**src/rtl/shp_pkg.sv**
```systemverilog
package shp_pkg;
   // Word selector inside the window; software depends on this order.
   typedef enum logic [1:0] {
      SEL_INSERT = 2'd0,
      SEL_REMOVE = 2'd1,
      SEL_EJECT  = 2'd2,
      SEL_RMVBL  = 2'd3
   } reg_sel_e;
endpackage

```
**src/rtl/shp_lsb_isolate.sv**
```systemverilog
module shp_lsb_isolate #(
   parameter int W     = 32,
   parameter bit ARITH = 1'b1
) (
   input  logic [W-1:0] vec,
   output logic [W-1:0] onehot
);
   if (W < 1) begin : g_bad_w
      $error("shp_lsb_isolate: W must be at least 1");
   end

   if (ARITH) begin : g_arith
      // Two's complement trick: one carry chain.
      assign onehot = vec & (~vec + W'(1));
   end else begin : g_chain
      // Priority chain: one gate per bit, no adder.
      logic [W:0] seen;
      assign seen[0] = 1'b0;
      for (genvar i = 0; i < W; i++) begin : g_bit
         assign onehot[i]  = vec[i] & ~seen[i];
         assign seen[i+1]  = seen[i] | vec[i];
      end
   end
endmodule

```
**src/rtl/shp_reg_decode.sv**
```systemverilog
module shp_reg_decode
   import shp_pkg::*;
#(
   parameter int NUM_SLOTS = 32,
   parameter int DATA_W    = 32,
   parameter int ADDR_W    = 4
) (
   input  logic                 req_valid,
   input  logic                 req_write,
   input  logic [ADDR_W-1:0]    req_addr,
   input  logic [DATA_W/8-1:0]  req_be,
   input  logic [DATA_W-1:0]    req_wdata,
   input  logic [NUM_SLOTS-1:0] present,
   input  logic [NUM_SLOTS-1:0] hp_en,
   input  logic [NUM_SLOTS-1:0] down,
   output logic [DATA_W-1:0]    rd_data,
   output logic                 eject_we,
   output logic [NUM_SLOTS-1:0] eject_val
);
   localparam int BE_W = DATA_W / 8;
   localparam int LSB  = $clog2(BE_W);

   if (ADDR_W != LSB + 2) begin : g_bad_addr
      $error("shp_reg_decode: ADDR_W must cover exactly four words");
   end

   logic     full_acc;
   reg_sel_e sel;

   assign full_acc  = req_valid && (&req_be) && (req_addr[LSB-1:0] == '0);
   assign sel       = reg_sel_e'(req_addr[LSB+1:LSB]);
   assign eject_we  = full_acc && req_write && (sel == SEL_EJECT);
   assign eject_val = req_wdata[NUM_SLOTS-1:0];

   always_comb begin
      rd_data = '0;
      if (full_acc && !req_write) begin
         unique case (sel)
            SEL_INSERT: rd_data[NUM_SLOTS-1:0] = present & hp_en;
            SEL_REMOVE: rd_data[NUM_SLOTS-1:0] = down;
            SEL_EJECT:  rd_data = '0;
            SEL_RMVBL:  rd_data[NUM_SLOTS-1:0] = hp_en;
         endcase
      end
   end
endmodule

```
**src/rtl/shp_slot_bank.sv**
```systemverilog
module shp_slot_bank #(
   parameter int NUM_SLOTS = 32
) (
   input  logic                 clk,
   input  logic                 rst_n,
   input  logic [NUM_SLOTS-1:0] occupied,
   input  logic [NUM_SLOTS-1:0] fixed_dev,
   input  logic [NUM_SLOTS-1:0] plug,
   input  logic [NUM_SLOTS-1:0] unplug,
   input  logic [NUM_SLOTS-1:0] cold,
   input  logic                 eject_we,
   input  logic [NUM_SLOTS-1:0] eject_onehot,
   output logic [NUM_SLOTS-1:0] present_q,
   output logic [NUM_SLOTS-1:0] hp_en_q,
   output logic [NUM_SLOTS-1:0] down_q
);
   for (genvar s = 0; s < NUM_SLOTS; s++) begin : g_slot
      logic hit;
      assign hit = eject_we & eject_onehot[s];

      always_ff @(posedge clk) begin
         if (!rst_n) begin
            // Pending removals complete; masks rebuilt from the bus view.
            down_q[s]    <= 1'b0;
            hp_en_q[s]   <= ~fixed_dev[s];
            present_q[s] <= occupied[s];
         end else begin
            // Events are applied after the eject clear, so they win.
            down_q[s]    <= (down_q[s] & ~hit) | unplug[s];
            present_q[s] <= (present_q[s] & ~(hit & ~fixed_dev[s]))
                            | plug[s] | cold[s];
         end
      end
   end
endmodule

```
**src/rtl/slot_hotplug_regs.sv**
```systemverilog
module slot_hotplug_regs #(
   parameter int NUM_SLOTS  = 32,
   parameter int DATA_W     = 32,
   parameter int ADDR_W     = 4,
   parameter int GPE_W      = 8,
   parameter int HP_GPE_BIT = 1,
   parameter bit LSB_ARITH  = 1'b1
) (
   input  logic                 clk,
   input  logic                 rst_n,
   input  logic                 req_valid,
   input  logic                 req_write,
   input  logic [ADDR_W-1:0]    req_addr,
   input  logic [DATA_W/8-1:0]  req_be,
   input  logic [DATA_W-1:0]    req_wdata,
   output logic [DATA_W-1:0]    rd_data,
   input  logic [NUM_SLOTS-1:0] slot_occupied,
   input  logic [NUM_SLOTS-1:0] slot_fixed,
   input  logic [NUM_SLOTS-1:0] plug_evt,
   input  logic [NUM_SLOTS-1:0] unplug_evt,
   input  logic [NUM_SLOTS-1:0] cold_evt,
   output logic [GPE_W-1:0]     gpe_set
);
   if (DATA_W != 32) begin : g_bad_data
      $error("slot_hotplug_regs: only 32-bit registers are supported");
   end
   if (NUM_SLOTS < 1 || NUM_SLOTS > DATA_W) begin : g_bad_slots
      $error("slot_hotplug_regs: NUM_SLOTS must be 1..DATA_W");
   end
   if (HP_GPE_BIT < 0 || HP_GPE_BIT >= GPE_W) begin : g_bad_gpe
      $error("slot_hotplug_regs: HP_GPE_BIT outside gpe_set");
   end

   localparam logic [GPE_W-1:0] HP_MASK = GPE_W'(1) << HP_GPE_BIT;

   logic [NUM_SLOTS-1:0] present_q, hp_en_q, down_q;
   logic [NUM_SLOTS-1:0] eject_val, eject_onehot;
   logic                 eject_we;
   logic [GPE_W-1:0]     gpe_q;

   shp_reg_decode #(
      .NUM_SLOTS (NUM_SLOTS),
      .DATA_W    (DATA_W),
      .ADDR_W    (ADDR_W)
   ) u_dec (
      .req_valid (req_valid),
      .req_write (req_write),
      .req_addr  (req_addr),
      .req_be    (req_be),
      .req_wdata (req_wdata),
      .present   (present_q),
      .hp_en     (hp_en_q),
      .down      (down_q),
      .rd_data   (rd_data),
      .eject_we  (eject_we),
      .eject_val (eject_val)
   );

   shp_lsb_isolate #(
      .W     (NUM_SLOTS),
      .ARITH (LSB_ARITH)
   ) u_lsb (
      .vec    (eject_val),
      .onehot (eject_onehot)
   );

   shp_slot_bank #(
      .NUM_SLOTS (NUM_SLOTS)
   ) u_bank (
      .clk          (clk),
      .rst_n        (rst_n),
      .occupied     (slot_occupied),
      .fixed_dev    (slot_fixed),
      .plug         (plug_evt),
      .unplug       (unplug_evt),
      .cold         (cold_evt),
      .eject_we     (eject_we),
      .eject_onehot (eject_onehot),
      .present_q    (present_q),
      .hp_en_q      (hp_en_q),
      .down_q       (down_q)
   );

   always_ff @(posedge clk) begin
      if (!rst_n)
         gpe_q <= '0;
      else
         gpe_q <= (|(plug_evt | unplug_evt)) ? HP_MASK : '0;
   end

   assign gpe_set = gpe_q;
endmodule

```
**config.mk**
```make
export PLATFORM = sky130hd
export DESIGN_NAME = slot_hotplug_regs
export DESIGN_NICKNAME = d
export VERILOG_FILES = /design/src/rtl/shp_pkg.sv /design/src/rtl/shp_lsb_isolate.sv /design/src/rtl/shp_reg_decode.sv /design/src/rtl/shp_slot_bank.sv /design/src/rtl/slot_hotplug_regs.sv
export SDC_FILE = /design/constraint.sdc
export NUM_CORES = 1
export LEC_CHECK = 0
export ABC_AREA = 1
export CORE_ASPECT_RATIO = 0.7
export CORE_MARGIN = 10
export CORE_UTILIZATION = 42
export CTS_CLUSTER_DIAMETER = 60
export CTS_CLUSTER_SIZE = 16
export DETAILED_ROUTE_END_ITERATION = 7
export PLACE_DENSITY = 0.91
export SYNTH_ARGS = -nofsm -noshare
export SYNTH_HDL_FRONTEND = slang
export SYNTH_SLANG_ARGS = --single-unit
```
**constraint.sdc**
```tcl
create_clock -name clk -period 3.3 [get_ports clk]
set_input_delay 0.825 -clock clk [delete_from_list [all_inputs] [get_ports clk]]
set_output_delay 0.825 -clock clk [all_outputs]
set_load 0.1 [all_outputs]
```
==> out/metrics.cfg, run 1 <==
[synth]
syn_area_sq_um=5250
syn_inst=751
synthTopCellsByCount=162 x nor2_1, 157 x nand2_1, 68 x inv_1
synth_top_area_share=0.248
yosysUniqueCellTypes=30
ys_ff_latch=97
synth_most_common_cell=nor2_1
yosys_warnings=0
synthArstFlopShare=0
synth_area_leaders=dfxtp_1 25%, edfxtp_1 18%, nor2_1 12%
syn_area_per_cell_sq_um=6.99
synth_edf_count=32
ys.flop_type=dfxtp_1
synth_top_cell_by_area=dfxtp_1
synth_seq_area_share=0.431

[hold_path]
hp-class=flop to flop

[setup_path]
cp-start-kind=primary input
required_ns=2.47
slowest_stage=clkdlybuf4s50_1
max_stage_delay_ns=0.46
crit_buf_inv=4
crit_family=buffers and inverters
path_max_fanout=14
end_kind=primary output
crit_chain=clkdlybuf4s50_1 -> buf_4 -> nor2_4 -> buf_12 -> nand2_1 -> nand2_1 -> a32oi_1 -> nor2_2 -> buf_12
worst-endpoint-arrival_ns=2.41
worstSetupPathType=primary input to primary output

[grt]
gr-total-overflow=0
grt_start_max_net_pins=47
grt_first_pass_wirelength_microns=33700
grt_antenna_before_repair=0
grt_pass1_vias=6139
grt_usage=0.242

[die]
io_pins=244
core-area_sq_um=12300
die_area_sq_um=17400
die_y_microns=114
start_util=0.425
rows=34
die_w_microns=154

[sta]
worst_pin_slew_ns=0.726
relSlewSlack=0.511
finalWorstSetupSlack_ns=0.0676
rsz0062_at_grt=false
final_max_slew_viol_count=0
hold_ws_ns=0.464
fin_crit_sh=0.980
setup_viol=0
fmax_ghz=0.309
fin_worst_skew_ns=0
hold_viol=0
min_period_ns=3.23

[clock_tree]
numCtsBuffers=9
cts.sinks=97
ctsRootBufferMaster=clkbuf_16
postCtsHoldBufs=0
cts_tree=yes
clk_pin_slew_ns=0.07
clk_latency_ns=0.33
ctsLongestPathBuffers=2
post_cts_buffers=0
cts.htree.levels=3

[final_layout]
design_area_sq_um=8630
layout.nets=1187
final_util=0.700
drive_above_1_share=0.110
n_antenna_cell=0
fillers=988
syn_to_final_growth_pct=64.5

[detailed_routing]
drt_first_iter_violations=658
via_per_inst=5.37
vias=6175
wl_met1_microns=9200
wl_met2_microns=10300
dr_wl_met3_microns=2330
highest_layer=met4
ant_nets=0
wl_per_cell_microns=19.2
firstDrtPassIters=7
routed_wirelength_microns=22100
remaining_drc_errors=0

[place]
placed_area_sq_um=8350
dp_hpwl_microns=17800
dp_worst_setup_slack_ns=0.0607
place.gp.congestion=0.906
port_buffers=236

[outcome]
outcome=finished clean

[pwr]
powerDensity_nw_per_um2=341
finalPower_mw=2.95
ir_drop_mv=0.219
p_leak_nw=3.43

[flow_run]
cap_violations=0

## cells by family after synthesis
family,count (synthesis),share of synthesized area
compound gates,117,0.134
buf+inv,107,0.0851
flops,97,0.431
other cells,1,0.000715
simple gates,429,0.349
## per-layer routing
metal | vias up | track usage
met2 | 324 | 0.396
met1 | 2858 | 0.311
li1 | 2970 | -
met3 | 23 | 0.0730
met4 | 0 | 0.0496
met5 | - | 0
## state kept, by name, indices dropped and copies added (netlist names)
signal	flops
u_bank.hp_en_q	32
gpe_set	1
u_bank.present_q	32
u_bank.down_q	32
## worst reg2reg max path, delay by kind of cell (launching register included)
| family | cells | cell delay [ns] |
|---|---|---|
| compound gates | 2 | 0.28 |
| flops | 1 | 0.35 |
## report_power, final
| part | switching, mW | internal (mW) |
|---|---|---|
| combinational | 0.302 | 0.309 |
| sequential | 0.0399 | 1.32 |
| clock | 0.460 | 0.515 |
## through the flow
step | std cells | setup TNS [ns]
final | 1150 | 0
after global routing | 1150 | 0
after CTS | 1150 | 0
after detailed placement | 1134 | 0
after global placement | 1134 | 0
after floorplan | 757 | -2.28
## final cells by class
type	count	area, sq um	share of cell area
Multi-Input combinational cell	553	2780	0.322
Tap cell	162	203	0.0235
Sequential cell	97	2260	0.262
Clock buffer	10	229	0.0265
Inverter	70	265	0.0307
Timing Repair Buffer	252	2850	0.330
Clock inverter	6	42.5	0.00493
## placed cells by master, fill, tap and decap left out, types with 2 or more instances in the layout
cell / netlist / routed
a21oi_1: 65 / 65
a221oi_2: 0 / 5
a221oi_4: 0 / 7
a32oi_1: 20 / 20
buf_12: 0 / 37
buf_2: 1 / 2
buf_4: 7 / 12
clkbuf_16: 0 / 9
clkdlybuf4s50_1: 0 / 201
clkinv_2: 1 / 3
conb_1: 1 / 7
dfxtp_1: 65 / 65
edfxtp_1: 32 / 32
inv_1: 68 / 67
inv_6: 0 / 2
nand2_1: 157 / 157
nand3_1: 45 / 44
nand3b_1: 3 / 3
nand4_1: 8 / 8
nor2_1: 162 / 141
nor2_2: 0 / 20
nor2_4: 5 / 6
nor3_1: 37 / 37
nor3b_1: 2 / 2
nor4_1: 6 / 6
o21ai_0: 17 / 17
o21ai_1: 3 / 3
## final timing paths
| check | start | to | cells after the start | slack [ns] |
|---|---|---|---|---|
| setup reg to reg | u_bank.present_q[6] | u_bank.present_q[6] | 2 | 2.61 |
| setup / recovery | req_addr[3] | rd_data[30] | 9 | 0.07 |
| hold / removal | u_bank.present_q[24] | u_bank.present_q[24] | 2 | 0.46 |
| hold reg to reg | u_bank.present_q[24] | u_bank.present_q[24] | 2 | 0.46 |
## timing repair
| action | in CTS | in global routing |
|---|---|---|
| gates resized for setup | 0 | 1 |
| endpoints found under the hold margin | 0 | 0 |
| setup endpoints to repair | 0 | 2 |
(Power assumes the default switching activity.)
==> inputs of run 2 (changes only) <==
--- a/config.mk
+++ b/config.mk
@@ -8,11 +8,11 @@
 export ABC_AREA = 1
 export CORE_ASPECT_RATIO = 0.7
 export CORE_MARGIN = 10
-export CORE_UTILIZATION = 42
+export CORE_UTILIZATION = 35
 export CTS_CLUSTER_DIAMETER = 60
 export CTS_CLUSTER_SIZE = 16
 export DETAILED_ROUTE_END_ITERATION = 7
-export PLACE_DENSITY = 0.91
+export PLACE_DENSITY = 0.79
 export SYNTH_ARGS = -nofsm -noshare
 export SYNTH_HDL_FRONTEND = slang
 export SYNTH_SLANG_ARGS = --single-unit
==> run 2 against run 1 <==
Sequential share of layout area is 0.39 points lower. Worst setup slack got worse by 0.026 ns. Highest routed layer is now met5. Clock skew stayed put. Wire length grew 1.1%. Critical path depth decreased by 2. Design area increased by 1.5%. Maximum frequency is 0.80% lower. Clock-buffer cell count increased by 1. Via count decreased by 2.4%. Die area is 17% higher. Clock power increased by 9%. Global-route usage shrank 3.0 points.
==> out/metrics.cfg, run 2 (synthesis gave the netlist of run 1 again) <==
[final_layout]
fillers=1303  ; +32%
layout.nets=1189  ; +0.17%
design_area_sq_um=8760  ; +1.5%
syn_to_final_growth_pct=67.0
drive_above_1_share=0.113  ; +0.00292
layout_commonest_cell=clkdlybuf4s50_1
final_cell_mix=200 x clkdlybuf4s50_1, 157 x nand2_1, 140 x nor2_1, 67 x inv_1
final_cells=1184  ; +3.0%
reg.largest.list=u_bank.down_q (32), u_bank.hp_en_q (32), u_bank.present_q (32)
n_antenna_cell=0  ; unchanged

[clock_tree]
cts_tree=yes
ctsLongestPathBuffers=2  ; unchanged
post_cts_buffers=0  ; unchanged
clk_latency_ns=0.33  ; about the same
ctsRootBufferMaster=clkbuf_16
cts.htree.levels=3  ; unchanged
numCtsBuffers=9  ; unchanged
cts.sinks=97  ; unchanged
postCtsHoldBufs=0  ; unchanged
clk_pin_slew_ns=0.07  ; about the same

[setup_path]
cp-endpoint=rd_data[8]
cp-start-kind=primary input
r2r-start=u_bank.down_q[2]
worstSetupPathType=primary input to primary output
max_stage_delay_ns=0.48  ; +0.02 ns
required_ns=2.47  ; about the same
path_max_fanout=20  ; +6
startpoint=req_valid
regToRegSetupSlack_ns=2.65  ; +0.04 ns
end_kind=primary output
crit_buf_inv=4  ; unchanged
worst-endpoint-arrival_ns=2.43  ; +0.02 ns
worst_r2r_endpoint=u_bank.down_q[2]
slowest_stage=clkdlybuf4s50_1
crit_family=buffers and inverters
ff2ff_path_depth=2  ; unchanged
path_common_cell=buf_12
cp.depth=7  ; -2
crit_chain=clkdlybuf4s50_1 -> inv_1 -> nor3_2 -> nand3_2 -> buf_12 -> a221oi_2 -> buf_12

[pwr]
powerDensity_nw_per_um2=346  ; +1.4%
finalPower_mw=3.03  ; +2.9%
ir_drop_mv=0.189  ; -14%
p_leak_nw=3.45  ; +0.85%

[detailed_routing]
ant_nets=0  ; unchanged
firstDrtPassIters=5  ; -2
drt_first_iter_violations=480  ; -27%
remaining_drc_errors=0  ; unchanged
via_per_inst=5.09  ; -5.2%
vias=6026  ; -2.4%
wl_per_cell_microns=18.9  ; -1.8%
routed_wirelength_microns=22400  ; +1.1%

[die]
die_y_microns=122  ; +7.9%
core-area_sq_um=14700  ; +19%
start_util=0.358  ; -0.0678
io_pins=244  ; unchanged
rows=37  ; +8.8%
die_w_microns=166  ; +8.3%
die_area_sq_um=20400  ; +17%

[sta]
setup_tns_ns=0  ; unchanged
min_period_ns=3.26  ; +0.0260 ns
relSlewSlack=0.668  ; +0.157
setup_viol=0  ; unchanged
worst_pin_slew_ns=0.493  ; -0.233 ns
fmax_ghz=0.307  ; -0.80%
finalWorstSetupSlack_ns=0.0416  ; -0.0260 ns
fin_worst_skew_ns=0  ; unchanged
final_max_slew_viol_count=0  ; unchanged
hold_viol=0  ; unchanged
fin_crit_sh=0.987  ; +0.00787

[place]
dp_hpwl_microns=18000  ; +1.0%
place.gp.congestion=0.902  ; -0.52%
dpl.cell_count=1169  ; +3.1%
port_buffers=236  ; unchanged
dp_worst_setup_slack_ns=-0.0295  ; -0.0902 ns
placed_area_sq_um=8420  ; +0.82%

[grt]
gr-total-overflow=0  ; unchanged
grt_antenna_before_repair=1  ; +1
grt_start_max_net_pins=50  ; +6.4%
grt_pass1_vias=6189  ; +0.81%
grt_first_pass_wirelength_microns=34500  ; +2.5%
grt_usage=0.212  ; -0.0299

[hold_path]
hp-class=flop to flop

[outcome]
outcome=finished clean

[flow_run]
cap_violations=0  ; unchanged

[run 2: repair_timing]
item	in CTS	in global routing
endpoints found under the hold margin	0	0
pin swaps	0	0
cloned	0	0
resized for setup	1	5
endpoints found under the setup margin	3	6
[run 2: final cells by class]
class | instances | area, sq um | share of cell area
multi-input combinational | 553 | 2810 | 0.321
clock inverter | 4 | 53.8 | 0.00614
tap | 195 | 244 | 0.0278
timing repair buffer | 254 | 2880 | 0.329
inverter | 70 | 265 | 0.0303
sequential | 97 | 2260 | 0.258
clock buffer | 11 | 243 | 0.0277
[run 2: per-layer routing]
| layer | vias to the layer above | share of wire | global-route usage | wire (microns) |
|---|---|---|---|---|
| met2 | 277 | 0.45 | 0.343 | 10000 |
| met1 | 2760 | 0.44 | 0.271 | 9890 |
| met4 | 2 | 0.012 | 0.0465 | 269 |
| met5 | - | 0.00072 | 0 | 16 |
| met3 | 25 | 0.096 | 0.0715 | 2150 |
| li1 | 2962 | - | - | - |
[run 2: power breakdown]
part / switching (mW) / internal [mW] / total, mW
clock network: 0.454 / 0.606 / 1.06
logic: 0.301 / 0.310 / 0.611
registers: 0.0406 / 1.32 / 1.36
[run 2: per-stage QoR]
stage	util	hold WS, ns
floorplan	-	0.436
global placement	0.574	0.448
detailed placement	0.574	0.449
CTS	0.594	0.462
global route	0.597	0.484
finish	0.597	0.465
[run 2: worst register-to-register path, cell delays in order (launching register included)]
cell and delay (ns):
dfxtp_1 0.32, a21oi_1 0.16, nor2_1 0.05
[run 2: how the worst min path moves through the flow]
stage	to	depth (start not counted)	slack, ns	start
floorplan	u_bank.down_q[5]	2	0.44	u_bank.down_q[5]
global placement	u_bank.present_q[14]	2	0.45	u_bank.present_q[14]
detailed placement	u_bank.present_q[26]	2	0.45	u_bank.present_q[26]
CTS	u_bank.present_q[24]	2	0.46	u_bank.present_q[24]
global route	u_bank.present_q[14]	2	0.48	u_bank.present_q[14]
finish	u_bank.present_q[14]	2	0.46	u_bank.present_q[14]
